--- src/rtl/pcnt_pkg.sv ---
package pcnt_pkg;
  typedef enum logic [1:0] {
    OP_HOLD  = 2'd0,
    OP_COUNT = 2'd1,
    OP_LOAD  = 2'd2,
    OP_CLEAR = 2'd3
  } pcnt_op_e;
endpackage

--- src/rtl/pcnt_ctrl.sv ---
module pcnt_ctrl
  import pcnt_pkg::*;
#(
  parameter bit ASYNC_CLR = 1'b1
) (
  input  logic     clr_n,
  input  logic     load_n,
  input  logic     en_p,
  input  logic     en_t,
  output pcnt_op_e op
);
  logic sync_clr;

  generate
    if (ASYNC_CLR) begin : g_async
      // Clear acts on the register directly; it never shows up as an op here.
      assign sync_clr = 1'b0;
    end else begin : g_sync
      assign sync_clr = ~clr_n;
    end
  endgenerate

  // Priority: clear, load, count, hold
  always_comb begin
    if (sync_clr)            op = OP_CLEAR;
    else if (!load_n)        op = OP_LOAD;
    else if (en_p && en_t)   op = OP_COUNT;
    else                     op = OP_HOLD;
  end
endmodule

--- src/rtl/pcnt_core.sv ---
module pcnt_core
  import pcnt_pkg::*;
#(
  parameter int WIDTH     = 4,
  parameter bit ASYNC_CLR = 1'b1
) (
  input  logic             clk,
  input  logic             clr_n,
  input  pcnt_op_e         op,
  input  logic [WIDTH-1:0] din,
  output logic [WIDTH-1:0] q
);
  localparam logic [WIDTH-1:0] ONE = {{(WIDTH-1){1'b0}}, 1'b1};

  logic [WIDTH-1:0] q_nxt;
  logic             q_upd;

  always_comb begin
    q_nxt = q;
    q_upd = 1'b1;
    unique case (op)
      OP_CLEAR: q_nxt = '0;
      OP_LOAD:  q_nxt = din;
      OP_COUNT: q_nxt = q + ONE;
      default:  q_upd = 1'b0;
    endcase
  end

  generate
    if (ASYNC_CLR) begin : g_areg
      always_ff @(posedge clk or negedge clr_n) begin
        if (!clr_n)     q <= '0;
        else if (q_upd) q <= q_nxt;
      end

      AST_ASYNC_CLR_ZERO: assert property (@(posedge clk) !clr_n |-> (q == '0));
    end else begin : g_sreg
      always_ff @(posedge clk) begin
        if (q_upd) q <= q_nxt;
      end

      AST_SYNC_CLR_ZERO: assert property (@(posedge clk) disable iff (1'b0)
        !clr_n |=> (q == '0));
    end
  endgenerate

  AST_LOAD_TAKES_DIN: assert property (@(posedge clk) disable iff (ASYNC_CLR && !clr_n)
    (op == OP_LOAD) |=> (q == $past(din)));
  AST_COUNT_STEP: assert property (@(posedge clk) disable iff (ASYNC_CLR && !clr_n)
    (op == OP_COUNT) |=> (q == $past(q) + ONE));
  AST_HOLD_STABLE: assert property (@(posedge clk) disable iff (ASYNC_CLR && !clr_n)
    (op == OP_HOLD) |=> $stable(q));
endmodule

--- src/rtl/pcnt_carry.sv ---
module pcnt_carry #(
  parameter int WIDTH = 4
) (
  input  logic [WIDTH-1:0] q,
  input  logic             en_t,
  output logic             carry
);
  logic at_max;

  assign at_max = &q;
  assign carry  = at_max & en_t;
endmodule

--- src/rtl/pcnt_top.sv ---
module pcnt_top
  import pcnt_pkg::*;
#(
  parameter int WIDTH     = 4,
  parameter bit ASYNC_CLR = 1'b1
) (
  input  logic             clk,
  input  logic             clr_n,
  input  logic             load_n,
  input  logic             en_p,
  input  logic             en_t,
  input  logic [WIDTH-1:0] din,
  output logic [WIDTH-1:0] q,
  output logic             carry
);
  pcnt_op_e op;

  pcnt_ctrl #(.ASYNC_CLR(ASYNC_CLR)) u_ctrl (
    .clr_n  (clr_n),
    .load_n (load_n),
    .en_p   (en_p),
    .en_t   (en_t),
    .op     (op)
  );

  pcnt_core #(.WIDTH(WIDTH), .ASYNC_CLR(ASYNC_CLR)) u_core (
    .clk   (clk),
    .clr_n (clr_n),
    .op    (op),
    .din   (din),
    .q     (q)
  );

  pcnt_carry #(.WIDTH(WIDTH)) u_carry (
    .q     (q),
    .en_t  (en_t),
    .carry (carry)
  );

  AST_CARRY_ONLY_AT_MAX: assert property (@(posedge clk) disable iff (ASYNC_CLR && !clr_n)
    carry |-> (q == '1));
  AST_CARRY_THEN_WRAP: assert property (@(posedge clk) disable iff (ASYNC_CLR && !clr_n)
    (carry && en_p && load_n && clr_n) |=> ((q == '0) && !carry));
endmodule

--- config.mk ---
export PLATFORM = sky130hd
export DESIGN_NAME = pcnt_top
export DESIGN_NICKNAME = d
export VERILOG_FILES = /design/src/rtl/pcnt_pkg.sv /design/src/rtl/pcnt_ctrl.sv /design/src/rtl/pcnt_core.sv /design/src/rtl/pcnt_carry.sv /design/src/rtl/pcnt_top.sv
export SDC_FILE = /design/constraint.sdc
export NUM_CORES = 1
export LEC_CHECK = 0
export BUFFER_PORTS_ARGS = -buffer_cell sky130_fd_sc_hd__buf_2
export CORE_AREA = 2 2 39 41
export DETAILED_ROUTE_END_ITERATION = 7
export DIE_AREA = 0 0 41 43
export GPL_ROUTABILITY_DRIVEN = 0
export PLACE_DENSITY = 0.48
export SKIP_LAST_GASP = 1
export SLEW_MARGIN = 40
export SYNTH_ARGS = -nofsm -noshare
export SYNTH_HDL_FRONTEND = slang
export SYNTH_SLANG_ARGS = --single-unit
--- constraint.sdc ---
create_clock -name clk -period 1.36 [get_ports clk]
set_input_delay 0.272 -clock clk [delete_from_list [all_inputs] [get_ports clk]]
set_output_delay 0.272 -clock clk [all_outputs]
set_load 0.02 [all_outputs]
# Word-level counts from Yosys, hierarchy flattened
# Cells that the tools add are included.
word_totals:
  word_cells: 15
  ramBits: 0
  latchBits: 0
  input_bits: 9
  out_inout_bits: 5
  mem_bits_ro: 0
  mem_count: 0
  register_bits: 4
classes:
  multipliers: 0
  div: 0
  n_mux: 4
  eq_ne: 3
  shift: 0
  bitwise_logic: 1
  n_addsub: 1
  reduce_logical: 5
  magnitude_cmp: 0
op_table:
  columns: ["cell", "count"]
  rows:
  - ["case mux 4 bit (3 select lines)", 1]
  - ["adder 4 x 1 -> 4 bit, second input constant", 1]
  - ["== test 2 bit, second input constant", 2]
  - ["AND reduction 4 bit", 1]
  - ["nonzero test 3 bit", 1]
  - ["OR reduction 3 bit", 1]
  - ["== test 2 x 1 -> 1 bit, second input constant", 1]
  - ["two-way mux 1 bit", 2]
  - ["two-way mux 2 bit", 1]
  - ["AND reduction 2 bit", 1]
  - ["bitwise AND 1 bit", 1]
  - ["logical AND 1 bit", 1]

# Depth between registers and ports, before layout
# Gate-level depths: netlist (run 1).
logic_depth:
  depth_word: 7
  mapped_depth: 4
  mapped_depth_nobuf: 4

# By module
# From an unflattened synthesis (run 1), not the netlist that was laid out.
hier_totals:
  hier_cells: 34
  area_unflattened_um2: 299.0
by_module_without_submodules:
  columns: ["module", "area_each_um2", "instances", "cells_each"]
  rows:
  - ["pcnt_core", 276.5, 1, 29]
  - ["pcnt_carry", 12.5, 1, 3]
  - ["pcnt_ctrl", 10.0, 1, 2]

# Worst setup path after synthesis (run 1)
# OpenSTA, ideal clock, no wires.
synth_path:
  path_type: "reg2out"
  from: "register u_core.q[0]"
  to: "output port carry"
  required_time_ps: 1088
  path_buffers: 0
  arrival_ps: 943
  path_slack_ps: 145
  path_stages_with_launch: 3
  path_cell_list: "dfrtp_1 > ha_1 > and4_2"
synth_via:
  elab_chain_len: 2
synth_lines:
  columns: ["element", "line", "text"]
  rows:
  - ["start, declared", "pcnt_core.sv:11", "output logic [WIDTH-1:0] q"]
  - ["start signal, assigned", "pcnt_core.sv:33", "else if (q_upd) q <= q_nxt;"]
  - ["AND reduction 4 bit", "pcnt_carry.sv:10", "assign at_max = &q;"]
  - ["bitwise AND 1 bit", "pcnt_carry.sv:11", "assign carry = at_max & en_t;"]
  - ["end, declared", "pcnt_top.sv:14", "output logic carry"]
# No other way between the ends.

# Final worst setup path (run 1)
# Same ends and word-level chain as after synthesis.

==> metrics.cfg, run 1 <==
[status]
status = complete, no violations

[pwr]
p_leak_uw = 0.000174
peakVddDrop_uv = 287
pwr_density_cell_nw_per_um2 = 1120

[layout]
layout.nets = 54
area_delta_synth_final_pct = 67.2
largest_reg_flops = 4
final_layout_size_suffix_gt1_frac = 0.524
top_regs = u_core.q x4
regMostFlops = u_core.q
diodes = 0
n_fill_cell = 154
fin_util = 0.263
design_area_sq_um = 364

[critical_path]
rr_endpoint = u_core.q[3]
crit_path_start = u_core.q[0]
worst-path-stages = 3
critPathArrivalTime_ns = 1.07
critPathCapture = carry
worstPathCellList = ha_2, and4_4, buf_6
ff2ff_path_depth = 4
crit_family = flip-flops
start_kind = register
r2r_slack_ns = 0.23
crit_buf_inv = 1
worstPathMaxFanout = 2
critical_path_class = reg2out
required_ns = 1.09
cpPeakStageDelay_ns = 0.35
cp_slowest_cell = dfrtp_1
critPathCaptureType = output port
r2r_start = u_core.q[0]

[clocking]
clk-insertion-delay-late_ns = 0.23
clkTransAtPathRegs_ns = 0.03
htree_levels = 1
cts.sinks = 4
cts_tree = done
root_buffer = clkbuf_4
clock_path_buffers = 2
cts_buffers = 3

[min_path]
min_path_type = in2reg

[logic_synthesis]
yosysWarnings = 0
syn_inst = 23
netlist.area_leader.share = 0.460
avgSynthCellArea_sq_um = 9.47
yosysSeqAreaShare = 0.460
netlist_area_sq_um = 218
syn-num-nets = 33
synth_seq_cells = 4
yosysTopAreaCell = dfrtp_1
yosysUniqueCellTypes = 13
synth.area.top_cells = dfrtp_1 (46%), xor2_1 (8.0%), a21oi_1 (6.9%)

[detailed_routing]
wire_per_inst_um = 9.22
drcViolationCount = 0
dr.pass1.iters = 1
via_per_inst = 3.81
drt-initial-drc-count = 0
vias = 221
ant_nets = 0
wirelength_um = 535

[die]
initial_core_util = 0.157
ios = 14
die_area_sq_um = 1760
die_y_um = 43
num_rows = 14
die_w_um = 41
core_area_sq_um = 1380

[sta]
holdWs_ns = 0.284
max_clock_freq_ghz = 0.748
skew_ns = 0.00227
fin_crit_ns = 1.34
drv_slew = 0
hold_viol = 0
setup_viol = 0
slew_headroom = 0.899
min_period_over_period = 0.983
worst_pin_slew_ns = 0.148
rsz0062_at_grt = yes

[grt]
antenna_found_initial = 0
grt_pass1_vias = 201
track_usage = 0.0696
grt_max_degree = 9
overflow = 0
grt_pass1_wl_um = 752

[placement]
portBuffers = 13
place_area_sq_um = 299

[job]
cap_violations = 0

==> final cells by class <==
class,instances,area [sq um],area share
clock buffer,3,22.5,0.0619
multi-input combinational,18,118,0.323
sequential,4,100,0.275
tap,16,20.0,0.0550
timing repair buffer,17,104,0.285
==> report_power, final <==
group	internal, uW	switching, uW	total, uW
clock network	98.4	44.4	143
registers	134	11.0	145
logic	57.8	61.5	119
==> cell usage in the layout (no fill, tap or decap) <==
| cell | synthesis | final |
|---|---|---|
| buf_2 | 0 | 12 |
| nor2_1 | 4 | 4 |
| dfrtp_1 | 4 | 4 |
| a21oi_1 | 3 | 3 |
| clkbuf_4 | 0 | 3 |
| buf_4 | 0 | 3 |
| nand3_1 | 2 | 2 |
| xor2_1 | 2 | 2 |
| and4_4 | 0 | 1 |
| nand2_2 | 1 | 1 |
| o21ai_0 | 1 | 1 |
| or3_1 | 1 | 1 |
| a31oi_1 | 1 | 1 |
| mux2i_1 | 1 | 1 |
| ha_2 | 0 | 1 |
| dlygate4sd3_1 | 0 | 1 |
| buf_6 | 0 | 1 |
==> Yosys cell counts (all sizes together) <==
| cell type | count |
|---|---|
| nand3 | 2 |
| and4 | 1 |
| ha | 1 |
| o21ai | 1 |
| a21oi | 3 |
| xor2 | 2 |
| dfrtp | 4 |
| clkbuf | 1 |
| or3 | 1 |
| nor2 | 4 |
| nand2 | 1 |
| mux2i | 1 |
| a31oi | 1 |
==> cell families (layout without fill, tap and decap cells) <==
family                     count (synthesis)  count (layout)  share of synthesized area
adders and majority gates                  1               1                     0.0575
DFF                                        4               4                      0.460
and+or+nand+nor                            9               9                      0.218
muxes                                      1               1                     0.0460
buffers and inverters                      1              20                     0.0172
xor gates and xnor gates                   2               2                     0.0805
AOI/OAI and AO/OA                          5               5                      0.121
==> layer usage <==
metal / GRT usage / vias up / part of all wire
met3: 0.0314 / 0 / 0.10
li1: - / 122 / -
met2: 0.0813 / 9 / 0.47
met5: 0 / - / 0
met1: 0.0915 / 90 / 0.42
met4: 0.0600 / 0 / 0
==> worst reg2reg max path: cells and delay by family, from the launching register on <==
kind | cells | cell delay [ns]
buf+inv | 1 | 0.13
flops | 1 | 0.35
compound gates | 1 | 0.18
simple gates | 2 | 0.39
==> worst min-delay path by stage <==
stage          slack (ns)          end  depth (start not counted)    from
2_1_floorplan       -0.02  u_core.q[0]                          0   clr_n
3_3_place_gp         0.08  u_core.q[2]                          1   clr_n
3_5_place_dp         0.08  u_core.q[2]                          1   clr_n
4_1_cts              0.27  u_core.q[0]                          3  din[0]
5_1_grt              0.30  u_core.q[2]                          3  din[2]
6_report             0.28  u_core.q[0]                          3  din[0]
==> repair_timing <==
| item | CTS | global route |
|---|---|---|
| hold buffers | 1 | 0 |
| setup buffers | 2 | 1 |
| resized for setup | 4 | 0 |
| hold endpoints to repair | 4 | 0 |
| setup endpoints to repair | 1 | 1 |
| pin swaps | 1 | 1 |
| cloned | 0 | 0 |
==> stage by stage <==
step / setup WS, ns / power [uW] / cells / TNS, ns
floorplan: 0.145 / 204 / 23 / 0
global route: -0.0183 / 436 / 58 / -0.0183
detailed placement: 0.154 / 242 / 51 / 0
global placement: 0.170 / 242 / 51 / 0
CTS: 0.0138 / 413 / 57 / 0
finish: 0.0228 / 407 / 58 / 0
Power figures use the tool's default switching activity.
==> inputs of run 2 (changes only) <==
Settings changed: PLACE_DENSITY 0.48 to 0.49.
Clock period 1.36 ns to 1.1 ns, I/O delays scaled along.
==> metrics.cfg, run 2 (synthesis results as in run 1) <==
[detailed_routing]
drcViolationCount = 0  ; unchanged
dr.pass1.iters = 2  ; +1
drt-initial-drc-count = 3  ; +3
vias = 244  ; +10%
wire_per_inst_um = 10.1  ; +9.0%
ant_nets = 0  ; unchanged
wirelength_um = 603  ; +13%
via_per_inst = 4.07  ; +6.7%

[grt]
overflow = 0  ; unchanged
grt_pass1_wl_um = 910  ; +21%
grt_max_degree = 9  ; unchanged
grt_pass1_vias = 222  ; +10%
antenna_found_initial = 0  ; unchanged
track_usage = 0.0894  ; +0.0198

[min_path]
min_path_cells = 3  ; unchanged
min_path_type = in2reg
worstHoldStart = din[2]
min_delay_worst_endpoint = u_core.q[2]

[critical_path]
critPathArrivalTime_ns = 1.08  ; about the same
start_kind = register
worstPathMaxFanout = 2  ; unchanged
critPathCaptureType = output port
rr_endpoint = u_core.q[3]
r2r_start = u_core.q[0]
ff2ff_path_depth = 4  ; unchanged
r2r_slack_ns = 0.01  ; -0.22 ns
required_ns = 0.88  ; -0.21 ns
critical_path_class = reg2out

[sta]
worst_pin_slew_ns = 0.114  ; -0.0336 ns
skew_ns = 0.00756  ; +0.00530 ns
drv_slew = 0  ; unchanged
holdWs_ns = 0.226  ; -0.0586 ns
fin_crit_ns = 1.30
setup_viol = 3  ; +3
rsz0062_at_grt = yes
slew_headroom = 0.922  ; +0.0230
hold_viol = 0  ; unchanged
finalWorstSetupSlack_ns = -0.198  ; -0.220 ns
min_period_over_period = 1.18
fin_tns_setup_ns = -0.387  ; -0.387 ns
max_clock_freq_ghz = 0.771

[status]
status = finished with violations
violations = negative setup slack

[layout]
layout.nets = 55  ; +1.9%
top_regs = u_core.q x4
final_layout_size_suffix_gt1_frac = 0.591  ; +0.0671
largest_reg_flops = 4  ; unchanged
fin_util = 0.293  ; +0.0298
diodes = 0  ; unchanged
regMostFlops = u_core.q
layout_common_cells = buf_2 (10), nor2_1 (4), buf_6 (4)
layout_commonest_cell = buf_2
final-seq-area_sq_um = 104  ; +3.8%
design_area_sq_um = 405  ; +11%
multi_input_area_sq_um = 128  ; +8.5%
area_delta_synth_final_pct = 86.2
n_fill_cell = 162  ; +5.2%

[placement]
portBuffers = 13  ; unchanged
place_area_sq_um = 318  ; +6.3%
dp_hpwl_um = 421
place_ws_ns = -0.0289  ; -0.183 ns

[die]
die_y_um = 43  ; unchanged
core_area_sq_um = 1380  ; unchanged
die_area_sq_um = 1760  ; unchanged
initial_core_util = 0.157  ; unchanged
num_rows = 14  ; unchanged
die_w_um = 41  ; unchanged
ios = 14  ; unchanged

[clocking]
cts.sinks = 4  ; unchanged
cts_buffers = 3  ; unchanged
clock_path_buffers = 2  ; unchanged
root_buffer = clkbuf_4
htree_levels = 1  ; unchanged
cts_tree = done
clkTransAtPathRegs_ns = 0.04  ; about the same
clk-insertion-delay-late_ns = 0.24  ; about the same

[pwr]
pwr_density_cell_nw_per_um2 = 1400  ; +25%
peakVddDrop_uv = 430  ; +50%
p_leak_uw = 0.000185  ; +6.2%

[job]
cap_violations = 0  ; unchanged

[run 2: repair_timing]
action,CTS,global route
endpoints found under the setup margin,3,4
gates cloned,0,0
pin swaps,1,2
hold buffers,1,0
setup buffers,1,1
hold endpoints to repair,4,0
gates resized for setup,9,1
[run 2: metrics by stage]
step	total power [uW]	std cells
after floorplan	255	23
after global placement	315	53
after detailed placement	315	53
after CTS	567	59
after global routing	614	60
final	566	60
[run 2: area by class of cell]
cell class	count	area share
clock buffers	4	0.0648
multi-input cells	18	0.315
flip-flops and latches	4	0.256
well taps	16	0.0494
repair buffers	18	0.315
[run 2: where the power goes]
part	total, uW	switching, uW	internal, uW
Sequential	187	18.7	168
Clock	204	67.1	137
Combinational	175	80.5	94.8
Total	566	166	399
[run 2: metal layers]
metal,up-vias,wire length [um],GRT usage
met5,-,0,0
li1,124,-,-
met3,0,57,0.0628
met4,0,0,0.100
met2,12,256,0.0938
met1,108,288,0.103
[run 2: how the worst max path moves through the flow]
| stage | start | to | slack (ns) | depth (start not counted) |
|---|---|---|---|---|
| 6_report | u_core.q[0] | carry | -0.20 | 3 |
| 5_1_grt | u_core.q[1] | carry | -0.24 | 3 |
| 4_1_cts | u_core.q[1] | carry | -0.21 | 3 |
| 3_5_place_dp | u_core.q[0] | carry | -0.03 | 3 |
| 3_3_place_gp | u_core.q[1] | carry | -0.02 | 3 |
| 2_1_floorplan | u_core.q[0] | carry | -0.004 | 2 |
[run 2: critical path, cell delays in order, from the launching register on]
cell and delay [ns]:
dfrtp_2 0.42, ha_4 0.17, and4_4 0.14, buf_6 0.12
==> inputs of run 3 (changes only) <==
==> constraint.sdc (replaced) <==
create_clock -name clk -period 1.1 [get_ports clk]
set_input_delay 0.055 -clock clk [delete_from_list [all_inputs] [get_ports clk]]
set_output_delay 0.055 -clock clk [all_outputs]
set_load 0.02 [all_outputs]
==> metrics.cfg, run 3 (synthesis results as in run 1) <==
[min_path]
min_path_type = in2reg
min_delay_worst_endpoint = u_core.q[1]
worstHoldStart = din[1]
min_path_cells = 3  ; unchanged

[sta]
drv_slew = 0  ; unchanged
worst_pin_slew_ns = 0.140  ; +0.0259 ns
hold_viol = 0  ; unchanged
holdWs_ns = 0.0656  ; -0.160 ns
rsz0062_at_grt = yes
min_period_over_period = 1.03  ; -0.148
max_clock_freq_ghz = 0.881  ; +14%
fin_crit_ns = 1.14  ; -0.162 ns
skew_ns = 0.000959  ; -0.00660 ns
setup_viol = 2  ; -1
fin_tns_setup_ns = -0.0683  ; +0.318 ns
slew_headroom = 0.904  ; -0.0177
finalWorstSetupSlack_ns = -0.0351  ; +0.162 ns

[layout]
regMostFlops = u_core.q
area_delta_synth_final_pct = 69.5
fin_util = 0.267  ; -0.0262
top_regs = u_core.q x4
diodes = 0  ; unchanged
layout_commonest_cell = buf_2
final_layout_size_suffix_gt1_frac = 0.561  ; -0.0299
layout.nets = 53  ; -3.6%
largest_reg_flops = 4  ; unchanged
layout_common_cells = buf_2 (12), nor2_1 (4), a21oi_1 (3), clkbuf_4 (3)
fin_cells = 57  ; -5.0%

[die]
ios = 14  ; unchanged
die_w_um = 41  ; unchanged
initial_core_util = 0.157  ; unchanged
core_area_sq_um = 1380  ; unchanged
die_y_um = 43  ; unchanged
die_area_sq_um = 1760  ; unchanged
num_rows = 14  ; unchanged

[grt]
antenna_found_initial = 0  ; unchanged
grt_max_degree = 9  ; unchanged
overflow = 0  ; unchanged
grt_pass1_wl_um = 821  ; -9.8%
grt_pass1_vias = 214  ; -3.6%
track_usage = 0.0767  ; -0.0128

[clocking]
clock_path_buffers = 2  ; unchanged
cts_buffers = 3  ; unchanged
clk-insertion-delay-late_ns = 0.23  ; about the same
root_buffer = clkbuf_4
htree_levels = 1  ; unchanged
cts_tree = done
cts.sinks = 4  ; unchanged
clkTransAtPathRegs_ns = 0.04  ; about the same

[critical_path]
start_kind = register
worstPathCellList = buf_4, nand3_1, or3_1, a31oi_1
cp_slowest_cell = dfrtp_1
critical_path_class = reg2reg
required_ns = 1.25  ; +0.37 ns
r2r_start = u_core.q[1]
r2r_slack_ns = -0.04  ; -0.05 ns
crit_family = flip-flops
ff2ff_path_depth = 4  ; unchanged
cpPeakStageDelay_ns = 0.39  ; -0.03 ns
rr_endpoint = u_core.q[3]
critPathArrivalTime_ns = 1.28  ; +0.20 ns
crit_buf_inv = 1  ; unchanged
critPathCaptureType = register
worstPathMaxFanout = 3  ; +1

[detailed_routing]
ant_nets = 0  ; unchanged
vias = 233  ; -4.5%
drt-initial-drc-count = 1  ; -2
wire_per_inst_um = 9.32  ; -7.3%
wirelength_um = 531  ; -12%
via_per_inst = 4.09  ; +0.52%
drcViolationCount = 0  ; unchanged
dr.pass1.iters = 2  ; unchanged

[status]
violations = negative setup slack
status = finished with violations

[pwr]
p_leak_uw = 0.000169  ; -8.5%
finalPower_uw = 509  ; -9.9%
peakVddDrop_uv = 391  ; -9.0%
pwr_density_cell_nw_per_um2 = 1380  ; -1.1%

[placement]
place_inst = 51  ; -3.8%
portBuffers = 13  ; unchanged

[job]
cap_violations = 0  ; unchanged

## run 3: where the power goes
group	internal, uW	leakage (uW)	switching (uW)
sequential	167	0.0000430	18.2
clock	122	0.0000138	56.7
combinational	71.4	0.000112	74.1
total	360	0.000169	149
## run 3: routing by layer
layer | track usage | vias to the layer above | wire (um)
met4 | 0.0600 | 0 | 0
met2 | 0.106 | 9 | 272
met3 | 0.0471 | 0 | 59
met1 | 0.0784 | 105 | 199
met5 | 0 | - | 0
li1 | - | 119 | -
## run 3: cell type report
| type | count | area [sq um] |
|---|---|---|
| Clock buffer | 3 | 22.5 |
| Sequential cell | 4 | 103 |
| Multi-Input combinational cell | 18 | 128 |
| Fill cell | 145 | 1010 |
| Timing Repair Buffer | 16 | 96.3 |
| Tap cell | 16 | 20.0 |
## run 3: worst register-to-register path, delay by kind of cell, from the launching register on
family	cells	cell delay, ns
flip-flops	1	0.39
buffers and inverters	1	0.14
AND/OR/NAND/NOR	2	0.37
AO/OA/AOI/OAI	1	0.14
## run 3: worst max-delay path by stage
stage,startpoint,cells past startpoint,slack [ns],to
after floorplan,u_core.q[1],3,0.0009,u_core.q[3]
after global placement,u_core.q[0],4,0.06,u_core.q[2]
after detailed placement,u_core.q[0],4,0.02,u_core.q[2]
after CTS,u_core.q[1],3,-0.03,carry
after global routing,u_core.q[1],4,-0.12,u_core.q[3]
final,u_core.q[1],4,-0.04,u_core.q[3]
## run 3: what timing repair did
action / in CTS / in global routing
gates cloned: 0 / 0
pin swaps: 2 / 0
setup buffers: 2 / 0
setup endpoints to repair: 1 / 2
hold buffers: 1 / 0
gates resized for setup: 5 / 0
hold endpoints to repair: 4 / 0
## run 3: stage by stage
stage | setup WS (ns) | area [sq um]
floorplan | 0.000872 | 220
global placement | 0.0590 | 302
detailed placement | 0.0244 | 302
CTS | -0.0274 | 369
global route | -0.118 | 369
finish | -0.0351 | 369
